File: src/rtl/fwu_pkg.sv
package fwu_pkg;

    typedef enum logic [3:0] {
        ST_HUNT,
        ST_OPCODE,
        ST_OFFSET,
        ST_COUNT,
        ST_PAYLOAD,
        ST_CSUM,
        ST_WAIT,
        ST_ERROR
    } fw_state_t;

    typedef enum logic [2:0] {
        ERR_NONE       = 3'd0,
        ERR_OFFSET     = 3'd1,
        ERR_COUNT      = 3'd2,
        ERR_CSUM       = 3'd3,
        ERR_DOWNSTREAM = 3'd4
    } fw_err_t;

    localparam logic [7:0] OP_PROGRAM = 8'h50;
    localparam logic [7:0] OP_VERIFY  = 8'h56;

    function automatic logic [7:0] sig_byte(input logic [1:0] idx);
        case (idx)
            2'd0:    sig_byte = 8'h4D;
            2'd1:    sig_byte = 8'h50;
            2'd2:    sig_byte = 8'h54;
            default: sig_byte = 8'h21;
        endcase
    endfunction

endpackage

File: src/rtl/fw_word_asm.sv
module fw_word_asm (
    input  logic        clk,
    input  logic        rst_n,
    input  logic        clear,
    input  logic        take,
    input  logic [7:0]  byte_in,
    output logic [31:0] word,
    output logic        done
);
    logic [23:0] sh;
    logic [1:0]  cnt;

    always_ff @(posedge clk or negedge rst_n) begin
        if (!rst_n) begin
            sh  <= '0;
            cnt <= '0;
        end else if (clear) begin
            cnt <= '0;
        end else if (take) begin
            sh  <= {byte_in, sh[23:8]};
            cnt <= cnt + 2'd1;
        end
    end

    // little-endian: the byte completing the word is the most significant
    assign word = {byte_in, sh};
    assign done = take && !clear && (cnt == 2'd3);
endmodule

File: src/rtl/fw_csum.sv
module fw_csum (
    input  logic        clk,
    input  logic        rst_n,
    input  logic        clear,
    input  logic        add,
    input  logic [31:0] word,
    output logic [31:0] sum
);
    always_ff @(posedge clk or negedge rst_n) begin
        if (!rst_n)     sum <= '0;
        else if (clear) sum <= '0;
        else if (add)   sum <= sum + word;
    end
endmodule

File: src/rtl/fw_range_chk.sv
module fw_range_chk #(
    parameter int BLK_LOG2   = 18,
    parameter int FLASH_LOG2 = 24,
    parameter int CNT_W      = 8
) (
    input  logic [31:0]      chk_off,
    input  logic [31:0]      base_off,
    input  logic [CNT_W-1:0] chk_cnt,
    output logic             off_bad,
    output logic             cnt_bad
);
    localparam int SUM_W = 34 + CNT_W;
    localparam logic [SUM_W-1:0] FLASH_BYTES = SUM_W'(1) << FLASH_LOG2;

    logic [SUM_W-1:0] end_addr;

    assign end_addr = SUM_W'(base_off) + (SUM_W'(chk_cnt) << BLK_LOG2);
    assign off_bad  = (SUM_W'(chk_off) >= FLASH_BYTES) || (chk_off[BLK_LOG2-1:0] != '0);
    assign cnt_bad  = (chk_cnt == '0) || (end_addr > FLASH_BYTES);
endmodule

File: src/rtl/fw_upgrade_framer.sv
module fw_upgrade_framer
    import fwu_pkg::*;
#(
    parameter int BLK_LOG2   = 18,
    parameter int FLASH_LOG2 = 24,
    parameter int CNT_W      = 8
) (
    input  logic        clk,
    input  logic        rst_n,
    input  logic        rx_valid,
    input  logic [7:0]  rx_data,
    output logic        rx_ready,
    input  logic        restart_btn,
    input  logic        ds_done,
    input  logic        ds_fail,
    output logic        cmd_verify,
    output logic        blk_start,
    output logic [31:0] blk_addr,
    output logic        word_valid,
    output logic [31:0] word_data,
    output logic        blk_good,
    output logic        cmd_end,
    output logic [2:0]  err_code
);
    localparam int WORDS_LOG2 = BLK_LOG2 - 2;
    localparam logic [WORDS_LOG2-1:0] LAST_WORD = '1;
    localparam logic [31:0] BLK_BYTES = 32'(1) << BLK_LOG2;

    fw_state_t state, nstate;
    logic [1:0]            sig_idx;
    logic [31:0]           off_q;
    logic [CNT_W-1:0]      remain;
    logic [WORDS_LOG2-1:0] widx;
    logic                  take, asm_clear, word_done;
    logic [31:0]           word, sum;
    logic                  off_bad, cnt_bad, sum_clear, sum_add;

    assign rx_ready  = (state != ST_WAIT) && (state != ST_ERROR);
    assign take      = rx_valid && rx_ready;
    assign asm_clear = !(state inside {ST_OFFSET, ST_PAYLOAD, ST_CSUM});
    assign sum_clear = !(state inside {ST_PAYLOAD, ST_CSUM});
    assign sum_add   = (state == ST_PAYLOAD) && word_done;

    fw_word_asm u_asm (
        .clk(clk), .rst_n(rst_n), .clear(asm_clear), .take(take),
        .byte_in(rx_data), .word(word), .done(word_done)
    );

    fw_csum u_sum (
        .clk(clk), .rst_n(rst_n), .clear(sum_clear), .add(sum_add),
        .word(word), .sum(sum)
    );

    fw_range_chk #(.BLK_LOG2(BLK_LOG2), .FLASH_LOG2(FLASH_LOG2), .CNT_W(CNT_W)) u_rng (
        .chk_off(word), .base_off(off_q), .chk_cnt(rx_data[CNT_W-1:0]),
        .off_bad(off_bad), .cnt_bad(cnt_bad)
    );

    // state register
    always_ff @(posedge clk or negedge rst_n) begin
        if (!rst_n) state <= ST_HUNT;
        else        state <= nstate;
    end

    // transitions
    always_comb begin
        nstate = state;
        unique case (state)
            ST_HUNT:    if (take && rx_data == sig_byte(sig_idx) && sig_idx == 2'd3)
                            nstate = ST_OPCODE;
            ST_OPCODE:  if (take)
                            nstate = (rx_data == OP_PROGRAM || rx_data == OP_VERIFY)
                                     ? ST_OFFSET : ST_HUNT;
            ST_OFFSET:  if (word_done) nstate = off_bad ? ST_ERROR : ST_COUNT;
            ST_COUNT:   if (take) nstate = cnt_bad ? ST_ERROR : ST_PAYLOAD;
            ST_PAYLOAD: if (word_done && widx == LAST_WORD) nstate = ST_CSUM;
            ST_CSUM:    if (word_done) nstate = (word == sum) ? ST_WAIT : ST_ERROR;
            ST_WAIT:    if (ds_done) begin
                            if (ds_fail)                   nstate = ST_ERROR;
                            else if (remain == CNT_W'(1))  nstate = ST_HUNT;
                            else                           nstate = ST_PAYLOAD;
                        end
            ST_ERROR:   if (restart_btn) nstate = ST_HUNT;
            default:    nstate = ST_HUNT;
        endcase
    end

    // outputs and datapath
    always_ff @(posedge clk or negedge rst_n) begin
        if (!rst_n) begin
            sig_idx    <= '0;
            off_q      <= '0;
            remain     <= '0;
            widx       <= '0;
            cmd_verify <= 1'b0;
            blk_start  <= 1'b0;
            blk_addr   <= '0;
            word_valid <= 1'b0;
            word_data  <= '0;
            blk_good   <= 1'b0;
            cmd_end    <= 1'b0;
            err_code   <= ERR_NONE;
        end else begin
            blk_start  <= 1'b0;
            word_valid <= 1'b0;
            blk_good   <= 1'b0;
            cmd_end    <= 1'b0;
            unique case (state)
                ST_HUNT:
                    if (take)
                        sig_idx <= (rx_data == sig_byte(sig_idx)) ? sig_idx + 2'd1 : 2'd0;
                ST_OPCODE:
                    if (take) cmd_verify <= (rx_data == OP_VERIFY);
                ST_OFFSET:
                    if (word_done) begin
                        off_q <= word;
                        if (off_bad) err_code <= ERR_OFFSET;
                    end
                ST_COUNT:
                    if (take) begin
                        remain <= rx_data[CNT_W-1:0];
                        if (cnt_bad) begin
                            err_code <= ERR_COUNT;
                        end else begin
                            blk_start <= 1'b1;
                            blk_addr  <= off_q;
                            widx      <= '0;
                        end
                    end
                ST_PAYLOAD:
                    if (word_done) begin
                        word_valid <= 1'b1;
                        word_data  <= word;
                        widx       <= widx + 1'b1;
                    end
                ST_CSUM:
                    if (word_done) begin
                        if (word == sum) blk_good <= 1'b1;
                        else             err_code <= ERR_CSUM;
                    end
                ST_WAIT:
                    if (ds_done) begin
                        if (ds_fail) begin
                            err_code <= ERR_DOWNSTREAM;
                        end else if (remain == CNT_W'(1)) begin
                            cmd_end <= 1'b1;
                        end else begin
                            remain    <= remain - 1'b1;
                            blk_addr  <= blk_addr + BLK_BYTES;
                            blk_start <= 1'b1;
                            widx      <= '0;
                        end
                    end
                ST_ERROR:
                    if (restart_btn) begin
                        err_code <= ERR_NONE;
                        sig_idx  <= '0;
                    end
                default: ;
            endcase
        end
    end
endmodule

File: config.mk
export PLATFORM = sky130hd
export DESIGN_NAME = fw_upgrade_framer
export DESIGN_NICKNAME = d
export VERILOG_FILES = /design/src/rtl/fwu_pkg.sv /design/src/rtl/fw_word_asm.sv /design/src/rtl/fw_csum.sv /design/src/rtl/fw_range_chk.sv /design/src/rtl/fw_upgrade_framer.sv
export SDC_FILE = /design/constraint.sdc
export NUM_CORES = 1
export LEC_CHECK = 0
export ABC_AREA = 1
export BUFFER_PORTS_ARGS = -buffer_cell sky130_fd_sc_hd__buf_2
export CAP_MARGIN = 20
export CORE_UTILIZATION = 55
export CTS_CLUSTER_SIZE = 28
export DETAILED_ROUTE_END_ITERATION = 10
export GPL_TIMING_DRIVEN = 0
export HOLD_SLACK_MARGIN = 0.08
export PLACE_DENSITY_LB_ADDON = 0.05
export SKIP_CTS_REPAIR_TIMING = 1
export SLEW_MARGIN = 15
export SYNTH_ARGS = -nofsm -noshare
export SYNTH_HDL_FRONTEND = slang
export SYNTH_SLANG_ARGS = --single-unit
File: constraint.sdc
create_clock -name clk -period 2.5 [get_ports clk]
set_clock_uncertainty 0.15 [all_clocks]
set_input_delay 0.25 -clock clk [delete_from_list [all_inputs] [get_ports clk]]
set_output_delay 0.25 -clock clk [all_outputs]
set_load 0.01 [all_outputs]
After elaboration in Yosys (flattened, before gate mapping)
Cells that the tools add are included.
Word-level totals
  register bits after elaboration: 192
  logic and storage cells: 165
Operators by class
  add/subtract/negate cells: 7
  order comparisons: 2
  equal/unequal tests: 39
  mux-type cells: 70
  reduce and logical (&&, ||, !) cells: 31
Operator list (number)
  $mux W32: 7
  $mux W16: 6
  $pmux W32 S2: 1
  $mux W8: 7
  $pmux W16 S3: 1
  $gt A42 B25 Y1 const B: 1
  $mux W3: 12
  $ne A2 B2 Y1 const B: 18
  $add A32 B26 Y33: 1
  $add A32 B19 Y32 const B: 1
  $add A32 B32 Y32: 1
  $eq A32 B32 Y1: 1
  $ge A32 B25 Y1 const B: 1
  $mux W4: 8
  $pmux W4 S8: 1
  $pmux W7 S3: 1
  $reduce_bool A18 Y1: 1
  $add A16 B1 Y16 const B: 1
  $eq A16 B16 Y1 const B: 1
  $eq A4 B3 Y1 const B: 4
  $eq A8 B7 Y1 const B: 2
  $eq A8 B8 Y1: 2
  $pmux W8 S2: 1
  $mux W1: 15
  28 further kinds: 54

Depth between registers and ports, before layout
Gate-level depths: netlist of run 1.
  depth in word-level cells: 9
  mapped depth: 20
  depth with buffers taken out: 18

By module
A second synthesis of run 1 with hierarchy kept.
Second synthesis, totals
  cells, all modules: 1822
  area total of the unflattened synthesis: 12485.7 um^2
Modules (own cells, without submodules)
  fw_upgrade_framer: instances 1, cells an instance 889, area an instance 6909.1 um^2, seq. area each 3328.2 um^2
  fw_csum: instances 1, cells an instance 625, area an instance 3547.2 um^2, seq. area each 800.8 um^2
  fw_word_asm: instances 1, cells an instance 126, area an instance 1138.6 um^2, seq. area each 650.6 um^2
  fw_range_chk: instances 1, cells an instance 182, area an instance 890.9 um^2, seq. area each 0.0 um^2

Least setup slack after synthesis of run 1
Ideal clock, no wire load.
  path kind: register to register
  start: reg off_q[18]
  end: reg blk_addr[28]
  setup time: 0.123 ns
  arrival time: 2.357 ns
  data required time: 2.227 ns
  slack: -0.130 ns
  cell stages (with the launch flop): 19
  buffers on the path: 2
  clock period less this slack: 2.630 ns
  cell sequence: dfrtp_1 ha_1 fa_1 nor2_1 nand2_1 nor2_1 nand2_1 nor2_1 nand3_1 o21bai_1 nand3_1 nor2_1 nand2_1 nand2_2 nand2_2 buf_6 buf_6 nand2_1 o21ai_1
On the way
  cells in the longest elaborated chain, start to end: 5
Ends and longest elaborated chain
  start, declared: line fw_upgrade_framer.sv:31  | logic [31:0] off_q;
  start signal, assigned: line fw_upgrade_framer.sv:116  | off_q <= word;
  $add A32 B26 Y33: line fw_range_chk.sv:17  | assign end_addr = SUM_W'(base_off) + (SUM_W'(chk_cnt) << BLK_LOG2);
  $gt A42 B25 Y1: line fw_range_chk.sv:19  | assign cnt_bad = (chk_cnt == '0) || (end_addr > FLASH_BYTES);
  $logic_or A1 B1 Y1: line fw_range_chk.sv:19
  $ne A2 B2 Y1 (no line)
  $reduce_and A6 Y1 (no line)
  end signal, assigned: line fw_upgrade_framer.sv:126  | blk_addr <= off_q;
  end signal, assigned: line fw_upgrade_framer.sv:149  | blk_addr <= blk_addr + BLK_BYTES;
  end, declared: line fw_upgrade_framer.sv:18  | output logic [31:0] blk_addr,
No other way between the ends.
A chain may end at the register's enable or synchronous reset.

Worst setup path after layout of run 1
  start: reg off_q[18]
  end: reg blk_addr[30]
Same word-level chain as after synthesis.

==> run_summary.xml, run 1 <==
<?xml version="1.0" encoding="UTF-8"?>
<metrics>
  <group name="timing">
    <metric name="finalSetupViolCount" unit="">54</metric>
    <metric name="timing.final.ws_setup" unit="ns">-0.522</metric>
    <metric name="period_minus_slack" unit="ns">3.02</metric>
    <metric name="timing_worst_slew_pin_value" unit="ns">0.716</metric>
    <metric name="hold-worst-slack" unit="ns">0.101</metric>
    <metric name="finalHoldViolCount" unit="">0</metric>
    <metric name="rsz_0062_raised_after_global_routing" unit="">true</metric>
    <metric name="period_share" unit="">1.21</metric>
    <metric name="slew-limit-headroom" unit="">0.523</metric>
    <metric name="timing_max_transition_violations_final" unit="">0</metric>
    <metric name="fmax" unit="MHz">331</metric>
  </group>
  <group name="worst_setup_path">
    <metric name="cp_slowest_cell" unit="">sky130_fd_sc_hd__dfrtp_2</metric>
    <metric name="worstPathMaxFanout" unit="">8</metric>
    <metric name="source_of_the_worst_register_to_register_timing_path" unit="">off_q[18]$_DFFE_PN0P_</metric>
    <metric name="worst_setup_path_startpoint" unit="">off_q[18]$_DFFE_PN0P_</metric>
    <metric name="worst-endpoint-arrival" unit="ns">3.21</metric>
    <metric name="worst-path-buf-inv" unit="">2</metric>
    <metric name="worst_path_most_repeated_cell" unit="">sky130_fd_sc_hd__nor2_4</metric>
    <metric name="timing.critical_path.from_type" unit="">flip-flop</metric>
    <metric name="rr_endpoint" unit="">blk_addr[30]$_DFFE_PN0P_</metric>
    <metric name="timing.reg2reg.worst_path_depth" unit="">18</metric>
    <metric name="crit_required" unit="ns">2.69</metric>
    <metric name="family_with_the_most_delay_on_the_worst_path" unit="">simple AND/OR/NAND/NOR gates</metric>
    <metric name="cp-end-kind" unit="">flip-flop</metric>
    <metric name="critical_path.cell_chain" unit="">ha_4, fa_2, nor2_1, nand2_1, nor2_4, nand2_2, nor2_4, nand3_2, o21bai_4, nand3_2, nor2_4, nand2_2, nand2_4, nand2_4, buf_8, buf_4, nand2_1, o21ai_2</metric>
    <metric name="crit_path_max_incr_delay" unit="ns">0.44</metric>
    <metric name="timing.reg2reg.setup_slack" unit="ns">-0.52</metric>
    <metric name="ws_path_type" unit="">flip-flop to flip-flop</metric>
  </group>
  <group name="min_path">
    <metric name="min_path_cells" unit="">3</metric>
    <metric name="timing.hold.worst_endpoint" unit="">word_data[29]$_DFFE_PN0P_</metric>
    <metric name="hold_path.startpoint" unit="">rx_data[5]</metric>
    <metric name="timing.hold.worst.class" unit="">primary input to flip-flop</metric>
  </group>
  <group name="drt">
    <metric name="totalWireLength" unit="um">33300</metric>
    <metric name="drtAntennaViolNets" unit="">0</metric>
    <metric name="via_count" unit="">10700</metric>
    <metric name="post_drt_via_cell_ratio" unit="">5.54</metric>
    <metric name="avgRoutedWirePerCell" unit="um">17.2</metric>
    <metric name="first_iter_violations" unit="">735</metric>
    <metric name="remaining_drc_errors" unit="">0</metric>
    <metric name="detailedRoute.firstPassIterationCount" unit="">5</metric>
  </group>
  <group name="yosys">
    <metric name="netlist_area" unit="sq um">11400</metric>
    <metric name="syn_avg_cell_area" unit="sq um">7.52</metric>
    <metric name="synth.distinct_cells" unit="">52</metric>
    <metric name="syn-num-nets" unit="">1579</metric>
    <metric name="synthFlopType" unit="">sky130_fd_sc_hd__dfrtp_1</metric>
    <metric name="synth_top_cell_area_share" unit="">0.419</metric>
    <metric name="synthesis.instances" unit="">1515</metric>
    <metric name="synth_area_leader_cell" unit="">sky130_fd_sc_hd__dfrtp_1</metric>
    <metric name="synth.top_cells.by_area" unit="">sky130_fd_sc_hd__dfrtp_1 42%, sky130_fd_sc_hd__nand2_1 14%, sky130_fd_sc_hd__o21ai_0 7.2%</metric>
    <metric name="async_flop_share" unit="">1.00</metric>
    <metric name="ys.warnings.count" unit="">0</metric>
    <metric name="number_of_flops_mapped_to_enable_cells_by_yosys" unit="">0</metric>
    <metric name="ys_seq_elements" unit="">191</metric>
    <metric name="ys_seq_area_frac" unit="">0.419</metric>
  </group>
  <group name="placed_design">
    <metric name="placement.setup.worst_slack" unit="ns">-1.11</metric>
    <metric name="detailedPlacementHpwl" unit="um">25000</metric>
    <metric name="place.port_buffers" unit="">86</metric>
    <metric name="finalWeightedCongestion" unit="">0.934</metric>
  </group>
  <group name="pwr">
    <metric name="p_seq_frac" unit="">0.383</metric>
    <metric name="p_switching" unit="mW">4.27</metric>
    <metric name="power.ir.vdd_worst" unit="mV">0.510</metric>
    <metric name="design_power_total" unit="mW">10.6</metric>
    <metric name="p_comb_frac" unit="">0.356</metric>
    <metric name="power.share.switching" unit="">0.401</metric>
    <metric name="power.share.clock" unit="">0.261</metric>
    <metric name="power_report.internal_total" unit="mW">6.38</metric>
    <metric name="pwr_cell_area" unit="nW/um^2">788</metric>
    <metric name="p_leak" unit="nW">6.83</metric>
  </group>
  <group name="final_layout">
    <metric name="seq_area" unit="sq um">4780</metric>
    <metric name="multiInputGateArea" unit="sq um">6080</metric>
    <metric name="share_of_final_layout_standard_cells_stronger_than_drive_strength_1" unit="">0.186</metric>
    <metric name="nNetsFinal" unit="">1710</metric>
    <metric name="nFillCells" unit="">1825</metric>
    <metric name="synthToLayoutAreaGrowth" unit="%">18.6</metric>
    <metric name="antenna-diode-count" unit="">0</metric>
  </group>
  <group name="outcome">
    <metric name="failed_checks" unit="">negative setup slack</metric>
    <metric name="result_of_the_run" unit="">finished with violations</metric>
  </group>
  <group name="floorplanning">
    <metric name="floorplan.core_area" unit="sq um">20300</metric>
    <metric name="die-height" unit="um">146</metric>
    <metric name="ios" unit="">87</metric>
    <metric name="initial_utilization" unit="">0.561</metric>
    <metric name="die_area" unit="sq um">21300</metric>
    <metric name="floorplan.rows" unit="">52</metric>
    <metric name="floorplan.die.width" unit="um">146</metric>
  </group>
  <group name="clock_tree">
    <metric name="clkTransAtPathRegs" unit="ns">0.08</metric>
    <metric name="cts_tree" unit="">yes</metric>
    <metric name="cts-root-buf" unit="">sky130_fd_sc_hd__clkbuf_16</metric>
    <metric name="count_of_h_tree_levels_built_during_cts" unit="">4</metric>
    <metric name="numClockSinks" unit="">191</metric>
    <metric name="clk_path_buf_depth" unit="">2</metric>
    <metric name="cts_inserted_buffers" unit="">17</metric>
    <metric name="clock_insertion_delay_worst_skew" unit="ns">0.44</metric>
  </group>
  <group name="global_route">
    <metric name="antenna_found_initial" unit="">0</metric>
    <metric name="grt_pass1_wl" unit="um">52500</metric>
    <metric name="via_count_of_the_first_global_routing_pass" unit="">9836</metric>
    <metric name="gr-usage-all-layers" unit="">0.317</metric>
    <metric name="globalRoute.totalOverflow" unit="">0</metric>
    <metric name="grt_start_max_net_pins" unit="">104</metric>
  </group>
  <group name="job">
    <metric name="maxCapViolCount" unit="">0</metric>
  </group>
</metrics>
==> worst max-delay path by stage <==
| stage | slack, ns | to | depth (start not counted) |
|---|---|---|---|
| final | -0.52 | blk_addr[30]$_DFFE_PN0P_ | 18 |
| after global routing | -0.66 | blk_addr[1]$_DFFE_PN0P_ | 16 |
| after CTS | -1.11 | blk_addr[9]$_DFFE_PN0P_ | 15 |
| after detailed placement | -1.11 | blk_addr[9]$_DFFE_PN0P_ | 16 |
| after global placement | -2.20 | u_sum.sum[3]$_DFFE_PN0P_ | 1 |
| after floorplan | -0.09 | blk_addr[28]$_DFFE_PN0P_ | 18 |
==> per-layer routing <==
metal	vias up	part of all wire	track usage
met2	304	0.47	0.505
met1	5103	0.46	0.447
met4	0	0.022	0.0937
met5	-	0	0
met3	48	0.053	0.0492
li1	5238	-	-
==> Yosys cell counts (2+ instances only) <==
| library cell | count |
|---|---|
| sky130_fd_sc_hd__a211oi_1 | 3 |
| sky130_fd_sc_hd__a21boi_0 | 2 |
| sky130_fd_sc_hd__a21o_1 | 5 |
| sky130_fd_sc_hd__a21oi_1 | 61 |
| sky130_fd_sc_hd__a21oi_2 | 3 |
| sky130_fd_sc_hd__a221oi_1 | 2 |
| sky130_fd_sc_hd__a22o_1 | 2 |
| sky130_fd_sc_hd__a31oi_1 | 2 |
| sky130_fd_sc_hd__buf_2 | 11 |
| sky130_fd_sc_hd__buf_4 | 3 |
| sky130_fd_sc_hd__buf_6 | 5 |
| sky130_fd_sc_hd__clkbuf_1 | 23 |
| sky130_fd_sc_hd__dfrtp_1 | 191 |
| sky130_fd_sc_hd__fa_1 | 2 |
| sky130_fd_sc_hd__ha_1 | 48 |
| sky130_fd_sc_hd__inv_1 | 184 |
| sky130_fd_sc_hd__inv_2 | 8 |
| sky130_fd_sc_hd__mux2i_1 | 10 |
| sky130_fd_sc_hd__nand2_1 | 428 |
| sky130_fd_sc_hd__nand2_2 | 9 |
| sky130_fd_sc_hd__nand3_1 | 82 |
| sky130_fd_sc_hd__nand3_2 | 2 |
| sky130_fd_sc_hd__nand3b_1 | 3 |
| sky130_fd_sc_hd__nand4_1 | 22 |
| sky130_fd_sc_hd__nor2_1 | 98 |
| sky130_fd_sc_hd__nor2_2 | 5 |
| sky130_fd_sc_hd__nor2_4 | 4 |
| sky130_fd_sc_hd__nor3_1 | 20 |
| sky130_fd_sc_hd__nor3_2 | 2 |
| sky130_fd_sc_hd__nor4_1 | 11 |
| sky130_fd_sc_hd__o211ai_1 | 7 |
| sky130_fd_sc_hd__o21a_1 | 2 |
| sky130_fd_sc_hd__o21ai_0 | 164 |
| sky130_fd_sc_hd__o21ai_1 | 15 |
| sky130_fd_sc_hd__o21ai_2 | 21 |
| sky130_fd_sc_hd__o21bai_1 | 7 |
| sky130_fd_sc_hd__o221ai_1 | 4 |
| sky130_fd_sc_hd__o31ai_1 | 3 |
| sky130_fd_sc_hd__or2_2 | 7 |
| sky130_fd_sc_hd__xnor2_1 | 11 |
| sky130_fd_sc_hd__xor2_1 | 12 |
==> power by group through the flow <==
stage	logic (mW)	registers [mW]	clock network, mW
2_1_floorplan	2.24	4.12	0
3_3_place_gp	3.36	4.10	0
3_5_place_dp	3.43	4.11	0
4_1_cts	3.45	4.06	2.80
5_1_grt	4.24	4.12	2.94
6_report	3.79	4.07	2.78
==> state kept, by name (all words and copies together) (netlist names), 2 cells and up <==
signal,flops
u_asm.sh,24
word_data,32
u_asm.cnt,2
remain,8
sig_idx,2
widx,16
err_code,3
state,3
u_sum.sum,32
off_q,32
blk_addr,32
==> layout make-up <==
class                      count  share of cell area
multi-input combinational   1087               0.450
sequential                   191               0.354
inverter                     193              0.0536
timing repair buffer         113              0.0523
clock buffer                  17              0.0315
tap                          270              0.0250
buffer                        43              0.0205
clock inverter                15              0.0134
==> tightest hold or removal path, stage by stage <==
cell,delay (ns)
sky130_fd_sc_hd__buf_2,0.19
sky130_fd_sc_hd__inv_1,0.12
sky130_fd_sc_hd__o21ai_0,0.08
==> layout by cell type (no fill, tap or decap), drive strengths merged, types with 2 or more instances in the layout <==
cell           n
nor2         107
buf          128
o21a           2
ha            48
o31ai          3
a21o           5
a211oi         3
mux2i         10
nand4         23
xnor2         11
o21bai         7
fa             2
nand3         84
a22o           2
o21ai        200
o211ai         7
a31oi          2
clkinv         9
a221oi         2
dfrtp        191
a21oi         64
nor4          11
xor2          12
a21boi         3
nand2        437
dlygate4sd3    4
nand3b         3
clkbuf        41
o221ai         4
inv          199
or2            7
nor3          22
==> metrics by stage <==
stage	setup TNS [ns]	cell area (sq um)	cells	utilization
floorplan	-1.24	11400	1515	-
global placement	-470.49	12200	1871	0.600
detailed placement	-58.58	12200	1872	0.602
CTS	-60.13	12800	1904	0.632
global route	-32.11	13500	1929	0.666
finish	-24.92	13500	1929	0.666
==> kinds of logic after synthesis <==
group	synth area share
AO/OA/AOI/OAI	0.156
multiplexers	0.00878
AND/OR/NAND/NOR	0.258
buffers and inverters	0.0837
XOR/XNOR	0.0177
adder cells (fa/ha/maj)	0.0562
flip-flops	0.419
Note: power is estimated with default switching activity, not from simulation.
==> run 2: changes to the inputs <==
--- a/config.mk
+++ b/config.mk
@@ -5,7 +5,7 @@
 export SDC_FILE = /design/constraint.sdc
 export NUM_CORES = 1
 export LEC_CHECK = 0
-export ABC_AREA = 1
+export ABC_AREA = 0
 export BUFFER_PORTS_ARGS = -buffer_cell sky130_fd_sc_hd__buf_2
 export CAP_MARGIN = 20
 export CORE_UTILIZATION = 55
==> run 2 against run 1 <==
Effect of this change: the flow still finishes with violations (negative setup slack); critical path depth is 4 lower; final cell count decreased by 20%; global-route usage shrank 3.2 points; die area shrank 8.3%; non-clock buffer count increased by 35; area after synthesis fell by 8.4%; sequential share of layout area up 0.76 points; first-iteration DRC count shrank 11%.
==> run_summary.xml, run 2 <==
<?xml version="1.0" encoding="UTF-8"?>
<metrics>
  <group name="floorplanning">
    <metric name="die-height" unit="um">140</metric>
    <metric name="floorplan.die.width" unit="um">140</metric>
    <metric name="initial_utilization" unit="">0.560</metric>
    <metric name="die_area" unit="sq um">19500</metric>
    <metric name="ios" unit="">87</metric>
    <metric name="floorplan.rows" unit="">50</metric>
    <metric name="floorplan.core_area" unit="sq um">18600</metric>
  </group>
  <group name="yosys">
    <metric name="ys.warnings.count" unit="">0</metric>
    <metric name="post_synth_mux_area_share" unit="">0.0603</metric>
    <metric name="synth_top_cell_area_share" unit="">0.458</metric>
    <metric name="synthFlopType" unit="">sky130_fd_sc_hd__dfrtp_1</metric>
    <metric name="syn_avg_cell_area" unit="sq um">9.16</metric>
    <metric name="synthesis.instances" unit="">1139</metric>
    <metric name="synth_compound_area_frac" unit="">0.158</metric>
    <metric name="ys_seq_elements" unit="">191</metric>
    <metric name="ys_top_cells_by_count" unit="">237 x sky130_fd_sc_hd__nand2_1, 191 x sky130_fd_sc_hd__dfrtp_1, 102 x sky130_fd_sc_hd__o21ai_0</metric>
    <metric name="netlist_area" unit="sq um">10400</metric>
    <metric name="number_of_flops_mapped_to_enable_cells_by_yosys" unit="">0</metric>
    <metric name="most_used_standard_cell_by_instance_count_after_synthesis" unit="">sky130_fd_sc_hd__nand2_1</metric>
    <metric name="synth_simple_gate_area_share" unit="">0.191</metric>
    <metric name="synth_area_leader_cell" unit="">sky130_fd_sc_hd__dfrtp_1</metric>
    <metric name="synthAdderAreaFrac" unit="">0.0614</metric>
    <metric name="yosys.area_share.xor_xnor" unit="">0.0411</metric>
    <metric name="syn-num-nets" unit="">1203</metric>
    <metric name="ys_seq_area_frac" unit="">0.458</metric>
    <metric name="synth.distinct_cells" unit="">71</metric>
    <metric name="synth.top_cells.by_area" unit="">sky130_fd_sc_hd__dfrtp_1 46%, sky130_fd_sc_hd__nand2_1 8.5%, sky130_fd_sc_hd__mux2_2 5.9%</metric>
    <metric name="main_combinational_cell_family_by_area_after_synthesis" unit="">simple AND/OR/NAND/NOR gates</metric>
    <metric name="async_flop_share" unit="">1.00</metric>
  </group>
  <group name="global_route">
    <metric name="grt_start_max_net_pins" unit="">78</metric>
    <metric name="via_count_of_the_first_global_routing_pass" unit="">8265</metric>
    <metric name="gr-usage-all-layers" unit="">0.285</metric>
    <metric name="grt_pass1_wl" unit="um">43400</metric>
    <metric name="globalRoute.totalOverflow" unit="">0</metric>
    <metric name="antenna_found_initial" unit="">0</metric>
  </group>
  <group name="clock_tree">
    <metric name="numClockSinks" unit="">191</metric>
    <metric name="cts-root-buf" unit="">sky130_fd_sc_hd__clkbuf_16</metric>
    <metric name="clkTransAtPathRegs" unit="ns">0.08</metric>
    <metric name="count_of_h_tree_levels_built_during_cts" unit="">4</metric>
    <metric name="cts_inserted_buffers" unit="">17</metric>
    <metric name="clock_insertion_delay_worst_skew" unit="ns">0.44</metric>
    <metric name="clk_path_buf_depth" unit="">2</metric>
    <metric name="cts_tree" unit="">yes</metric>
  </group>
  <group name="final_layout">
    <metric name="share_of_final_layout_standard_cells_stronger_than_drive_strength_1" unit="">0.311</metric>
    <metric name="synthToLayoutAreaGrowth" unit="%">27.1</metric>
    <metric name="nNetsFinal" unit="">1357</metric>
    <metric name="finalCoreUtilization" unit="">0.712</metric>
    <metric name="layout.cells.most_common" unit="">sky130_fd_sc_hd__nand2_1</metric>
    <metric name="seq_area" unit="sq um">4800</metric>
    <metric name="layout.cells.most_common_list" unit="">214 x sky130_fd_sc_hd__nand2_1, 178 x sky130_fd_sc_hd__dfrtp_1, 86 x sky130_fd_sc_hd__buf_2</metric>
    <metric name="antenna-diode-count" unit="">0</metric>
    <metric name="multiInputGateArea" unit="sq um">6120</metric>
    <metric name="nFillCells" unit="">1448</metric>
    <metric name="stdcell_area" unit="sq um">13300</metric>
  </group>
  <group name="drt">
    <metric name="via_count" unit="">9201</metric>
    <metric name="avgRoutedWirePerCell" unit="um">18.9</metric>
    <metric name="first_iter_violations" unit="">653</metric>
    <metric name="post_drt_via_cell_ratio" unit="">5.97</metric>
    <metric name="detailedRoute.firstPassIterationCount" unit="">5</metric>
    <metric name="totalWireLength" unit="um">29100</metric>
    <metric name="drtAntennaViolNets" unit="">0</metric>
    <metric name="remaining_drc_errors" unit="">0</metric>
  </group>
  <group name="job">
    <metric name="maxCapViolCount" unit="">0</metric>
  </group>
  <group name="timing">
    <metric name="rsz_0062_raised_after_global_routing" unit="">true</metric>
    <metric name="finalHoldViolCount" unit="">0</metric>
    <metric name="fmax" unit="MHz">292</metric>
    <metric name="timing_max_transition_violations_final" unit="">0</metric>
    <metric name="finalSetupViolCount" unit="">67</metric>
    <metric name="fin_tns_setup" unit="ns">-46.83</metric>
    <metric name="slew-limit-headroom" unit="">0.536</metric>
    <metric name="timing_worst_slew_pin_value" unit="ns">0.690</metric>
    <metric name="hold-worst-slack" unit="ns">0.0996</metric>
    <metric name="period_share" unit="">1.37</metric>
    <metric name="period_minus_slack" unit="ns">3.42</metric>
    <metric name="timing.final.ws_setup" unit="ns">-0.924</metric>
  </group>
  <group name="pwr">
    <metric name="power.ir.vdd_worst" unit="mV">0.603</metric>
    <metric name="p_leak" unit="nW">6.18</metric>
    <metric name="pwr_cell_area" unit="nW/um^2">856</metric>
  </group>
  <group name="placed_design">
    <metric name="dpl-instance-area" unit="sq um">11400</metric>
    <metric name="place.port_buffers" unit="">86</metric>
    <metric name="detailedPlacementHpwl" unit="um">19500</metric>
    <metric name="placement.setup.worst_slack" unit="ns">-1.28</metric>
    <metric name="finalWeightedCongestion" unit="">0.954</metric>
  </group>
  <group name="outcome">
    <metric name="result_of_the_run" unit="">finished with violations</metric>
    <metric name="failed_checks" unit="">negative setup slack</metric>
  </group>
  <group name="worst_setup_path">
    <metric name="crit_required" unit="ns">2.68</metric>
    <metric name="worst-endpoint-arrival" unit="ns">3.61</metric>
    <metric name="worstPathMaxFanout" unit="">10</metric>
    <metric name="timing.critical_path.from_type" unit="">flip-flop</metric>
    <metric name="cp-end-kind" unit="">flip-flop</metric>
    <metric name="ws_path_type" unit="">flip-flop to flip-flop</metric>
  </group>
  <group name="min_path">
    <metric name="timing.hold.worst.class" unit="">primary input to flip-flop</metric>
  </group>
</metrics>
==> run 2: worst paths after layout <==
| path | start | to | slack [ns] | cells past startpoint |
|---|---|---|---|---|
| max in group asynchronous | rst_n | u_asm.sh[11]$_DFFE_PN0P_ | 0.99 | 4 |
| min reg2reg | word_data[12]$_DFFE_PN0P_ | word_data[12]$_DFFE_PN0P_ | 0.32 | 2 |
| max | off_q[18]$_DFFE_PN0P_ | widx[11]$_DFFE_PN0P_ | -0.92 | 14 |
| max reg2reg | off_q[18]$_DFFE_PN0P_ | widx[11]$_DFFE_PN0P_ | -0.92 | 14 |
| min in group asynchronous | rst_n | blk_start$_DFF_PN0_ | 0.15 | 2 |
| min | rx_data[0] | remain[0]$_DFFE_PN0P_ | 0.1 | 3 |
==> run 2: cell type report <==
cell class,instances,share of cell area
Buffer,50,0.0213
Clock buffer,18,0.0331
Tap cell,234,0.0221
Clock inverter,14,0.0126
Timing Repair Buffer,141,0.0811
Sequential cell,191,0.361
Inverter,25,0.00707
Multi-Input combinational cell,867,0.461
==> run 2: logic make-up (layout without fill, tap and decap cells) <==
kind of cell	count (synthesis)	after routing
AOI/OAI and AO/OA	276	276
xor gates and xnor gates	49	49
adders and majority gates	50	50
buffers and inverters	82	248
DFF	191	191
muxes	56	56
and+or+nand+nor	435	436
==> run 2: critical path, cell delays in order, from the launching register on <==
cell and delay [ns]:
sky130_fd_sc_hd__dfrtp_2 0.44, sky130_fd_sc_hd__ha_4 0.17, sky130_fd_sc_hd__fa_2 0.37, sky130_fd_sc_hd__a211oi_2 0.28
sky130_fd_sc_hd__nor2_1 0.09, sky130_fd_sc_hd__xor2_1 0.14, sky130_fd_sc_hd__or4_4 0.42, sky130_fd_sc_hd__a211oi_2 0.22
sky130_fd_sc_hd__and3_4 0.24, sky130_fd_sc_hd__nand2_4 0.08, sky130_fd_sc_hd__a21bo_4 0.24, sky130_fd_sc_hd__buf_12 0.15
sky130_fd_sc_hd__nor3_4 0.11, sky130_fd_sc_hd__xnor2_1 0.15, sky130_fd_sc_hd__nor2_2 0.05
==> run 2: routing by layer <==
| metal | up-vias | GRT usage | share of wire |
|---|---|---|---|
| li1 | 4359 | - | - |
| met1 | 4514 | 0.385 | 0.45 |
| met2 | 273 | 0.464 | 0.47 |
| met3 | 55 | 0.0447 | 0.049 |
| met4 | 0 | 0.103 | 0.029 |
| met5 | - | 0 | 0 |
==> run 2: power breakdown <==
part           internal (mW)  switching, mW
Combinational           1.70           2.31
Clock                   1.46           1.35
Sequential              3.76          0.795
Total                   6.91           4.45
==> run 2: per-stage QoR <==
stage,cells,power [mW]
after floorplan,1139,6.72
final,1540,11.4
after global placement,1459,7.89
after global routing,1540,12.0
after CTS,1493,10.8
after detailed placement,1461,7.97
